<file path="config.mk">
export PLATFORM = sky130hd
export DESIGN_NAME = tod_rtc
export DESIGN_NICKNAME = d
export VERILOG_FILES = /design/src/rtl/tod_rtc_pkg.sv /design/src/rtl/tod_counter.sv /design/src/rtl/tod_offset.sv /design/src/rtl/tod_tick.sv /design/src/rtl/tod_rtc.sv
export SDC_FILE = /design/constraint.sdc
export NUM_CORES = 1
export LEC_CHECK = 0
export ABC_AREA = 1
export BUFFER_PORTS_ARGS = -buffer_cell sky130_fd_sc_hd__buf_2
export CAP_MARGIN = 25
export CELL_PAD_IN_SITES_DETAIL_PLACEMENT = 1
export CELL_PAD_IN_SITES_GLOBAL_PLACEMENT = 1
export CORE_MARGIN = 8
export CORE_UTILIZATION = 45
export CTS_CLUSTER_SIZE = 14
export DETAILED_ROUTE_END_ITERATION = 12
export GPL_ROUTABILITY_DRIVEN = 0
export PLACE_DENSITY_LB_ADDON = 0.15
export SLEW_MARGIN = 20
export SYNTH_ARGS = -nofsm -noshare
export SYNTH_HDL_FRONTEND = slang
export SYNTH_HIERARCHICAL = 1
export SYNTH_SLANG_ARGS = --single-unit
export TNS_END_PERCENT = 10
</file>
<file path="constraint.sdc">
create_clock -name clk_i -period 30.9 [get_ports clk_i]
set_input_delay 3.09 -clock clk_i [delete_from_list [all_inputs] [get_ports clk_i]]
set_output_delay 3.09 -clock clk_i [all_outputs]
set_load 0.02 [all_outputs]
</file>
<file path="src/rtl/tod_rtc_pkg.sv">
package tod_rtc_pkg;
  localparam int unsigned REG_DW  = 32;
  localparam int unsigned IRQ_BIT = 0;

  typedef enum logic [2:0] {
    REG_TIME_NS     = 3'd0,
    REG_TIME_SEC_LO = 3'd1,
    REG_TIME_SEC_HI = 3'd2,
    REG_OFS_SEC_HI  = 3'd3,
    REG_OFS_SEC_LO  = 3'd4,
    REG_OFS_NS      = 3'd5,
    REG_STEP        = 3'd6,
    REG_IRQ         = 3'd7
  } reg_sel_e;
endpackage

</file>
<file path="src/rtl/tod_counter.sv">
module tod_counter #(
  parameter int unsigned NS_PER_SEC = 1_000_000_000,
  parameter int unsigned NS_W       = 30,
  parameter int unsigned FRAC_W     = 20,
  parameter int unsigned SEC_W      = 48,
  parameter int unsigned STEP_W     = 32
) (
  input  logic              clk_i,
  input  logic              rst_ni,
  input  logic [STEP_W-1:0] step_i,
  output logic [NS_W-1:0]   ns_o,
  output logic [SEC_W-1:0]  sec_o
);
  localparam int unsigned ACC_W = NS_W + FRAC_W;

  logic [ACC_W-1:0] acc_q;
  logic [SEC_W-1:0] sec_q;
  logic [ACC_W:0]   sum;
  logic [NS_W:0]    ns_raw;
  logic [NS_W-1:0]  ns_next;
  logic             wrap;

  always_comb begin
    sum     = {1'b0, acc_q} + (ACC_W+1)'(step_i);
    ns_raw  = sum[ACC_W:FRAC_W];
    wrap    = ns_raw >= (NS_W+1)'(NS_PER_SEC);
    ns_next = wrap ? NS_W'(ns_raw - (NS_W+1)'(NS_PER_SEC)) : NS_W'(ns_raw);
  end

  always_ff @(posedge clk_i or negedge rst_ni) begin
    if (!rst_ni) begin
      acc_q <= '0;
      sec_q <= '0;
    end else begin
      acc_q <= {ns_next, sum[FRAC_W-1:0]};
      sec_q <= sec_q + SEC_W'(wrap);
    end
  end

  assign ns_o  = acc_q[ACC_W-1:FRAC_W];
  assign sec_o = sec_q;

  // nanoseconds stay below one second
  a_r3_ns_range: assert property (@(posedge clk_i) disable iff (!rst_ni)
    ns_o < NS_W'(NS_PER_SEC));

  // seconds advance by at most one per cycle
  a_r3_sec_step: assert property (@(posedge clk_i) disable iff (!rst_ni)
    (sec_o == $past(sec_o)) || (sec_o == $past(sec_o) + SEC_W'(1)));
endmodule

</file>
<file path="src/rtl/tod_offset.sv">
module tod_offset #(
  parameter int unsigned NS_PER_SEC = 1_000_000_000,
  parameter int unsigned NS_W       = 30,
  parameter int unsigned SEC_W      = 48
) (
  input  logic                clk_i,
  input  logic                rst_ni,
  input  logic                hi_we_i,
  input  logic                lo_we_i,
  input  logic                commit_i,
  input  logic [SEC_W-33:0]   hi_d_i,
  input  logic [31:0]         lo_d_i,
  input  logic [NS_W-1:0]     ns_d_i,
  input  logic [NS_W-1:0]     cnt_ns_i,
  input  logic [SEC_W-1:0]    cnt_sec_i,
  output logic [NS_W-1:0]     ofs_ns_o,
  output logic [SEC_W-1:0]    ofs_sec_o,
  output logic [NS_W-1:0]     rep_ns_o,
  output logic [SEC_W-1:0]    rep_sec_o
);
  localparam int unsigned HI_W = SEC_W - 32;

  logic [HI_W-1:0]  stg_hi_q;
  logic [31:0]      stg_lo_q;
  logic [NS_W-1:0]  ofs_ns_q;
  logic [SEC_W-1:0] ofs_sec_q;
  logic [NS_W:0]    ns_sum;
  logic             carry;

  always_ff @(posedge clk_i or negedge rst_ni) begin
    if (!rst_ni) begin
      stg_hi_q  <= '0;
      stg_lo_q  <= '0;
      ofs_ns_q  <= '0;
      ofs_sec_q <= '0;
    end else begin
      if (hi_we_i) stg_hi_q <= hi_d_i;
      if (lo_we_i) stg_lo_q <= lo_d_i;
      if (commit_i) begin
        ofs_ns_q  <= ns_d_i;
        ofs_sec_q <= {stg_hi_q, stg_lo_q};
      end
    end
  end

  always_comb begin
    ns_sum    = {1'b0, cnt_ns_i} + {1'b0, ofs_ns_q};
    carry     = ns_sum >= (NS_W+1)'(NS_PER_SEC);
    rep_ns_o  = carry ? NS_W'(ns_sum - (NS_W+1)'(NS_PER_SEC)) : NS_W'(ns_sum);
    rep_sec_o = cnt_sec_i + ofs_sec_q + SEC_W'(carry);
  end

  assign ofs_ns_o  = ofs_ns_q;
  assign ofs_sec_o = ofs_sec_q;

  // staged writes leave the active offset untouched
  a_r5_offset_hold: assert property (@(posedge clk_i) disable iff (!rst_ni)
    !commit_i |=> ($stable(ofs_ns_o) && $stable(ofs_sec_o)));

  // reported nanoseconds stay in range when the offset is in range
  a_r4_rep_range: assert property (@(posedge clk_i) disable iff (!rst_ni)
    (ofs_ns_o < NS_W'(NS_PER_SEC)) |-> (rep_ns_o < NS_W'(NS_PER_SEC)));
endmodule

</file>
<file path="src/rtl/tod_tick.sv">
module tod_tick #(
  parameter int unsigned NS_PER_SEC    = 1_000_000_000,
  parameter int unsigned TICKS_PER_SEC = 128,
  parameter int unsigned NS_W          = 30
) (
  input  logic            clk_i,
  input  logic            rst_ni,
  input  logic [NS_W-1:0] rep_ns_i,
  input  logic            jump_i,
  output logic            tick_o
);
  localparam int unsigned TICK_NS = NS_PER_SEC / TICKS_PER_SEC;
  localparam int unsigned IDX_W   = (TICKS_PER_SEC > 1) ? $clog2(TICKS_PER_SEC) : 1;

  logic [IDX_W-1:0] idx_now, idx_q;
  logic             jump_q;

  assign idx_now = IDX_W'(rep_ns_i / NS_W'(TICK_NS));

  always_ff @(posedge clk_i or negedge rst_ni) begin
    if (!rst_ni) begin
      idx_q  <= '0;
      jump_q <= 1'b0;
    end else begin
      idx_q  <= idx_now;
      jump_q <= jump_i;
    end
  end

  // interval index changed without an offset load in between
  assign tick_o = (idx_now != idx_q) && !jump_q;

  // the wrap to zero of the reported time is a crossing
  a_r8_wrap_tick: assert property (@(posedge clk_i) disable iff (!rst_ni)
    ((rep_ns_i < $past(rep_ns_i)) && !$past(jump_i)) |-> tick_o);

  // a frozen reported value produces no tick
  a_r8_still_quiet: assert property (@(posedge clk_i) disable iff (!rst_ni)
    $stable(rep_ns_i) |-> !tick_o);
endmodule

</file>
<file path="src/rtl/tod_rtc.sv">
module tod_rtc
  import tod_rtc_pkg::*;
#(
  parameter int unsigned NS_PER_SEC    = 1_000_000_000,
  parameter int unsigned TICKS_PER_SEC = 128,
  parameter int unsigned FRAC_W        = 20,
  parameter int unsigned SEC_W         = 48,
  parameter logic [31:0] STEP_RESET    = 32'h0080_0000
) (
  input  logic        clk_i,
  input  logic        rst_ni,
  input  logic        rd_i,
  input  logic        wr_i,
  input  logic [2:0]  addr_i,
  input  logic [31:0] wdata_i,
  output logic [31:0] rdata_o,
  output logic        irq_o
);
  localparam int unsigned NS_W = $clog2(NS_PER_SEC);
  localparam int unsigned HI_W = SEC_W - 32;

  reg_sel_e         sel;
  logic [31:0]      step_q;
  logic [NS_W-1:0]  cnt_ns, ofs_ns, rep_ns;
  logic [SEC_W-1:0] cnt_sec, ofs_sec, rep_sec, snap_q;
  logic [31:0]      rd_mux, rdata_q;
  logic             tick, irq_q, irq_clr, commit;

  assign sel     = reg_sel_e'(addr_i);
  assign commit  = wr_i && (sel == REG_OFS_NS);
  assign irq_clr = wr_i && (sel == REG_IRQ) && wdata_i[IRQ_BIT];

  tod_counter #(
    .NS_PER_SEC (NS_PER_SEC),
    .NS_W       (NS_W),
    .FRAC_W     (FRAC_W),
    .SEC_W      (SEC_W),
    .STEP_W     (32)
  ) u_counter (
    .clk_i  (clk_i),
    .rst_ni (rst_ni),
    .step_i (step_q),
    .ns_o   (cnt_ns),
    .sec_o  (cnt_sec)
  );

  tod_offset #(
    .NS_PER_SEC (NS_PER_SEC),
    .NS_W       (NS_W),
    .SEC_W      (SEC_W)
  ) u_offset (
    .clk_i     (clk_i),
    .rst_ni    (rst_ni),
    .hi_we_i   (wr_i && (sel == REG_OFS_SEC_HI)),
    .lo_we_i   (wr_i && (sel == REG_OFS_SEC_LO)),
    .commit_i  (commit),
    .hi_d_i    (wdata_i[HI_W-1:0]),
    .lo_d_i    (wdata_i),
    .ns_d_i    (wdata_i[NS_W-1:0]),
    .cnt_ns_i  (cnt_ns),
    .cnt_sec_i (cnt_sec),
    .ofs_ns_o  (ofs_ns),
    .ofs_sec_o (ofs_sec),
    .rep_ns_o  (rep_ns),
    .rep_sec_o (rep_sec)
  );

  tod_tick #(
    .NS_PER_SEC    (NS_PER_SEC),
    .TICKS_PER_SEC (TICKS_PER_SEC),
    .NS_W          (NS_W)
  ) u_tick (
    .clk_i    (clk_i),
    .rst_ni   (rst_ni),
    .rep_ns_i (rep_ns),
    .jump_i   (commit),
    .tick_o   (tick)
  );

  always_comb begin
    unique case (sel)
      REG_TIME_NS:     rd_mux = 32'(rep_ns);
      REG_TIME_SEC_LO: rd_mux = snap_q[31:0];
      REG_TIME_SEC_HI: rd_mux = 32'(snap_q[SEC_W-1:32]);
      REG_OFS_SEC_HI:  rd_mux = 32'(ofs_sec[SEC_W-1:32]);
      REG_OFS_SEC_LO:  rd_mux = ofs_sec[31:0];
      REG_OFS_NS:      rd_mux = 32'(ofs_ns);
      REG_STEP:        rd_mux = step_q;
      REG_IRQ:         rd_mux = 32'(irq_q) << IRQ_BIT;
      default:         rd_mux = '0;
    endcase
  end

  always_ff @(posedge clk_i or negedge rst_ni) begin
    if (!rst_ni) begin
      step_q  <= STEP_RESET;
      snap_q  <= '0;
      rdata_q <= '0;
      irq_q   <= 1'b0;
    end else begin
      if (wr_i && (sel == REG_STEP)) step_q <= wdata_i;
      if (rd_i) rdata_q <= rd_mux;
      if (rd_i && (sel == REG_TIME_NS)) snap_q <= rep_sec;
      irq_q <= tick | (irq_q & ~irq_clr);
    end
  end

  assign rdata_o = rdata_q;
  assign irq_o   = irq_q;

  // a crossing always leaves the flag set
  a_r9_tick_sets: assert property (@(posedge clk_i) disable iff (!rst_ni)
    tick |=> irq_o);

  // a clear without a crossing drops the flag
  a_r9_clear: assert property (@(posedge clk_i) disable iff (!rst_ni)
    (irq_clr && !tick) |=> !irq_o);

  // read data only changes after a read strobe
  a_r6_rdata_hold: assert property (@(posedge clk_i) disable iff (!rst_ni)
    !rd_i |=> $stable(rdata_o));
endmodule

</file>
==> results.py <==
metrics = {
    "clocking": {
        "clock-sinks": 345,
        "postCtsSetupBuffers": 0,
        "numCtsBuffers": 38,
        "cts_max_path_buffers": 3,
        "hold_buffers": 0,
        "clk_pin_slew_ps": 70,
        "cts_resized": 0,
        "h-tree-depth": 2,
        "insertion_delay_ps": 610,
        "cts_tree": "built",
        "cts_root_buf": "clkbuf_16",
    },
    "route": {
        "routed-wl-met3_mm": 7.58,
        "via_count": 35557,
        "wl_met1_mm": 58.0,
        "viasPerCell": 5.50,
        "met2WireLength_mm": 58.8,
        "routed.top_layer": "met4",
        "ant_nets": 0,
        "drt_first_pass_iters": 5,
        "drc": 0,
        "drt_iter0_drc": 2564,
        "wl_per_cell_microns": 20.0,
        "finalWirelength_mm": 129,
    },
    "worst_setup_path": {
        "critPathMaxFanout": 38,
        "worstPathRequired_ps": 31350,
        "r2r-start": "u_counter/acc_q[20]",
        "cp-end-kind": "register",
        "r2r_setup_slack_ps": 16090,
        "cp_slowest_stage_delay_ps": 850,
        "critPathArrivalTime_ps": 15250,
        "crit_type": "reg2reg",
        "crit_top_cell": "nand2_1",
        "startpoint_type": "register",
        "crit_path_start": "u_counter/acc_q[20]",
        "cpMaxStageDelayCell": "o21ai_0",
    },
    "grt": {
        "first_global_vias": 35438,
        "grt_max_degree": 100,
        "antenna_found_initial": 7,
        "grt_pass1_wl_mm": 201,
        "groute.usage.overall": 0.304,
        "grt-ovfl-total": 0,
    },
    "run_status": {
        "status": "finished, final reports clean",
    },
    "timing": {
        "setup_tns_ps": 0,
        "rsz0062_at_grt": "false",
        "hold_viol": 0,
        "slew_viol_final": 0,
        "fin_skew_ps": 28.8,
        "slew-limit-headroom": 0.360,
        "period_share": 0.479,
        "timing.fmax_mhz": 67.5,
        "worst_pin_slew_ps": 959,
        "setup_violations": 0,
        "min_period_ps": 14810,
    },
    "synthesis": {
        "synth-warning-count": 6,
        "netlist_instances": 5487,
        "synth-seq-cells": 345,
        "syn_nets": 5642,
        "syn_avg_cell_area_sq_um": 6.11,
        "ys_seq_area_frac": 0.257,
        "synth_edf_count": 0,
        "async_flop_share": 1.00,
        "synth_flop_cell": "dfrtp_1",
        "synth_cell_types": 57,
        "synth.cell_area_sq_um": 33500,
    },
    "cells_and_area": {
        "utilization": 0.483,
        "final_cell_mix": "1,939 x nand2_1, 739 x inv_1, 513 x nor2_1, 445 x nand3_1, 344 x dfrtp_1",
        "layout_commonest_cell": "nand2_1",
        "nFillCells": 10365,
        "areaGrowthSynthToFinish_pct": 6.61,
        "fin_nets": 5617,
        "drive_above_1_share": 0.0982,
    },
    "floorplanning": {
        "rows": 100,
        "die_x_microns": 289,
        "chipHeight_microns": 289,
        "core_sq_um": 74100,
        "die_area_sq_um": 83500,
        "start_util": 0.453,
        "io_pins": 72,
    },
    "flow_run": {
        "maxCapViolations": 0,
    },
    "placement": {
        "dp_hpwl_mm": 104,
        "io_buffers": 71,
    },
    "min_path": {
        "hold_path.class": "reg2reg",
        "hold_start": "snap_q[13]",
    },
}
[registers in the layout, indices dropped and copies added (netlist names)]
signal,count
irq_o,1
u_counter/acc_q,50
u_tick/jump_q,1
snap_q,48
rdata_o,32
u_offset/ofs_ns_o,30
step_q,32
u_offset/stg_hi_q,16
u_offset/ofs_sec_o,48
u_tick/idx_q,7
u_offset/stg_lo_q,32
u_counter/sec_o,48
[synth_stat cells, drive strengths merged (25+ instances only)]
cell | number | area share
nand2 | 2060 | 0.24
mux2 | 31 | 0.010
nand4 | 173 | 0.032
nor3 | 44 | 0.0084
inv | 823 | 0.092
clkbuf | 43 | 0.0049
a21oi | 190 | 0.029
buf | 113 | 0.026
xnor2 | 35 | 0.0091
dfrtp | 344 | 0.26
xor2 | 134 | 0.035
o21ai | 187 | 0.029
nor2 | 603 | 0.080
ha | 112 | 0.042
a31oi | 25 | 0.0047
nand3 | 474 | 0.077
[layout make-up]
class / count / area (sq um) / share of cell area
antenna: 6 / 15.0 / 0.000420
clock buffer: 48 / 1050 / 0.0293
clock inverter: 21 / 388 / 0.0108
inverter: 829 / 3120 / 0.0872
multi-input combinational: 4157 / 20800 / 0.581
sequential: 345 / 8630 / 0.241
tap: 969 / 1210 / 0.0339
timing repair buffer: 91 / 576 / 0.0161
[worst max-delay path: cells and delay by family (launching register included)]
kind	cells	cell delay, ps
AO/OA/AOI/OAI	2	1020
adder cells (fa/ha/maj)	2	700
XOR/XNOR	1	770
AND/OR/NAND/NOR	69	10650
buffers and inverters	10	1010
flip-flops	1	450
[stage by stage]
stage	cells	hold slack (ps)	cell area [sq um]	setup slack (ps)
floorplan	5487	442	33500	21000
global placement	6388	452	34200	16870
detailed placement	6388	459	34200	16270
CTS	6457	475	35700	16170
global route	6461	501	35700	14450
finish	6466	473	35800	16090
[path summary, 6_finish.rpt]
path / end / cells past startpoint
max reg2reg: irq_o / 84
max in group asynchronous: u_counter/acc_q[46] / 2
max: irq_o / 84
min reg2reg: snap_q[13] / 2
min: snap_q[13] / 2
min in group asynchronous: u_offset/ofs_sec_o[9] / 1
[metal layers]
metal  global-route usage  up-vias
met2                0.498      926
met1                0.409    17241
met5                    0        -
li1                     -    17172
met4                0.108        0
met3               0.0397      218
[cell families (layout without fill, tap and decap cells)]
family,after synthesis,count (layout),synth area share
xor+xnor,169,169,0.0444
simple gates,3406,3406,0.450
fa+ha+maj,116,116,0.0442
other cells,0,6,0
mux,31,31,0.0104
buf+inv,985,989,0.124
flops,345,345,0.257
compound gates,435,435,0.0701
Power is not shown: default switching activity piles up to over one toggle a cycle in this logic, so the estimate is an artifact.
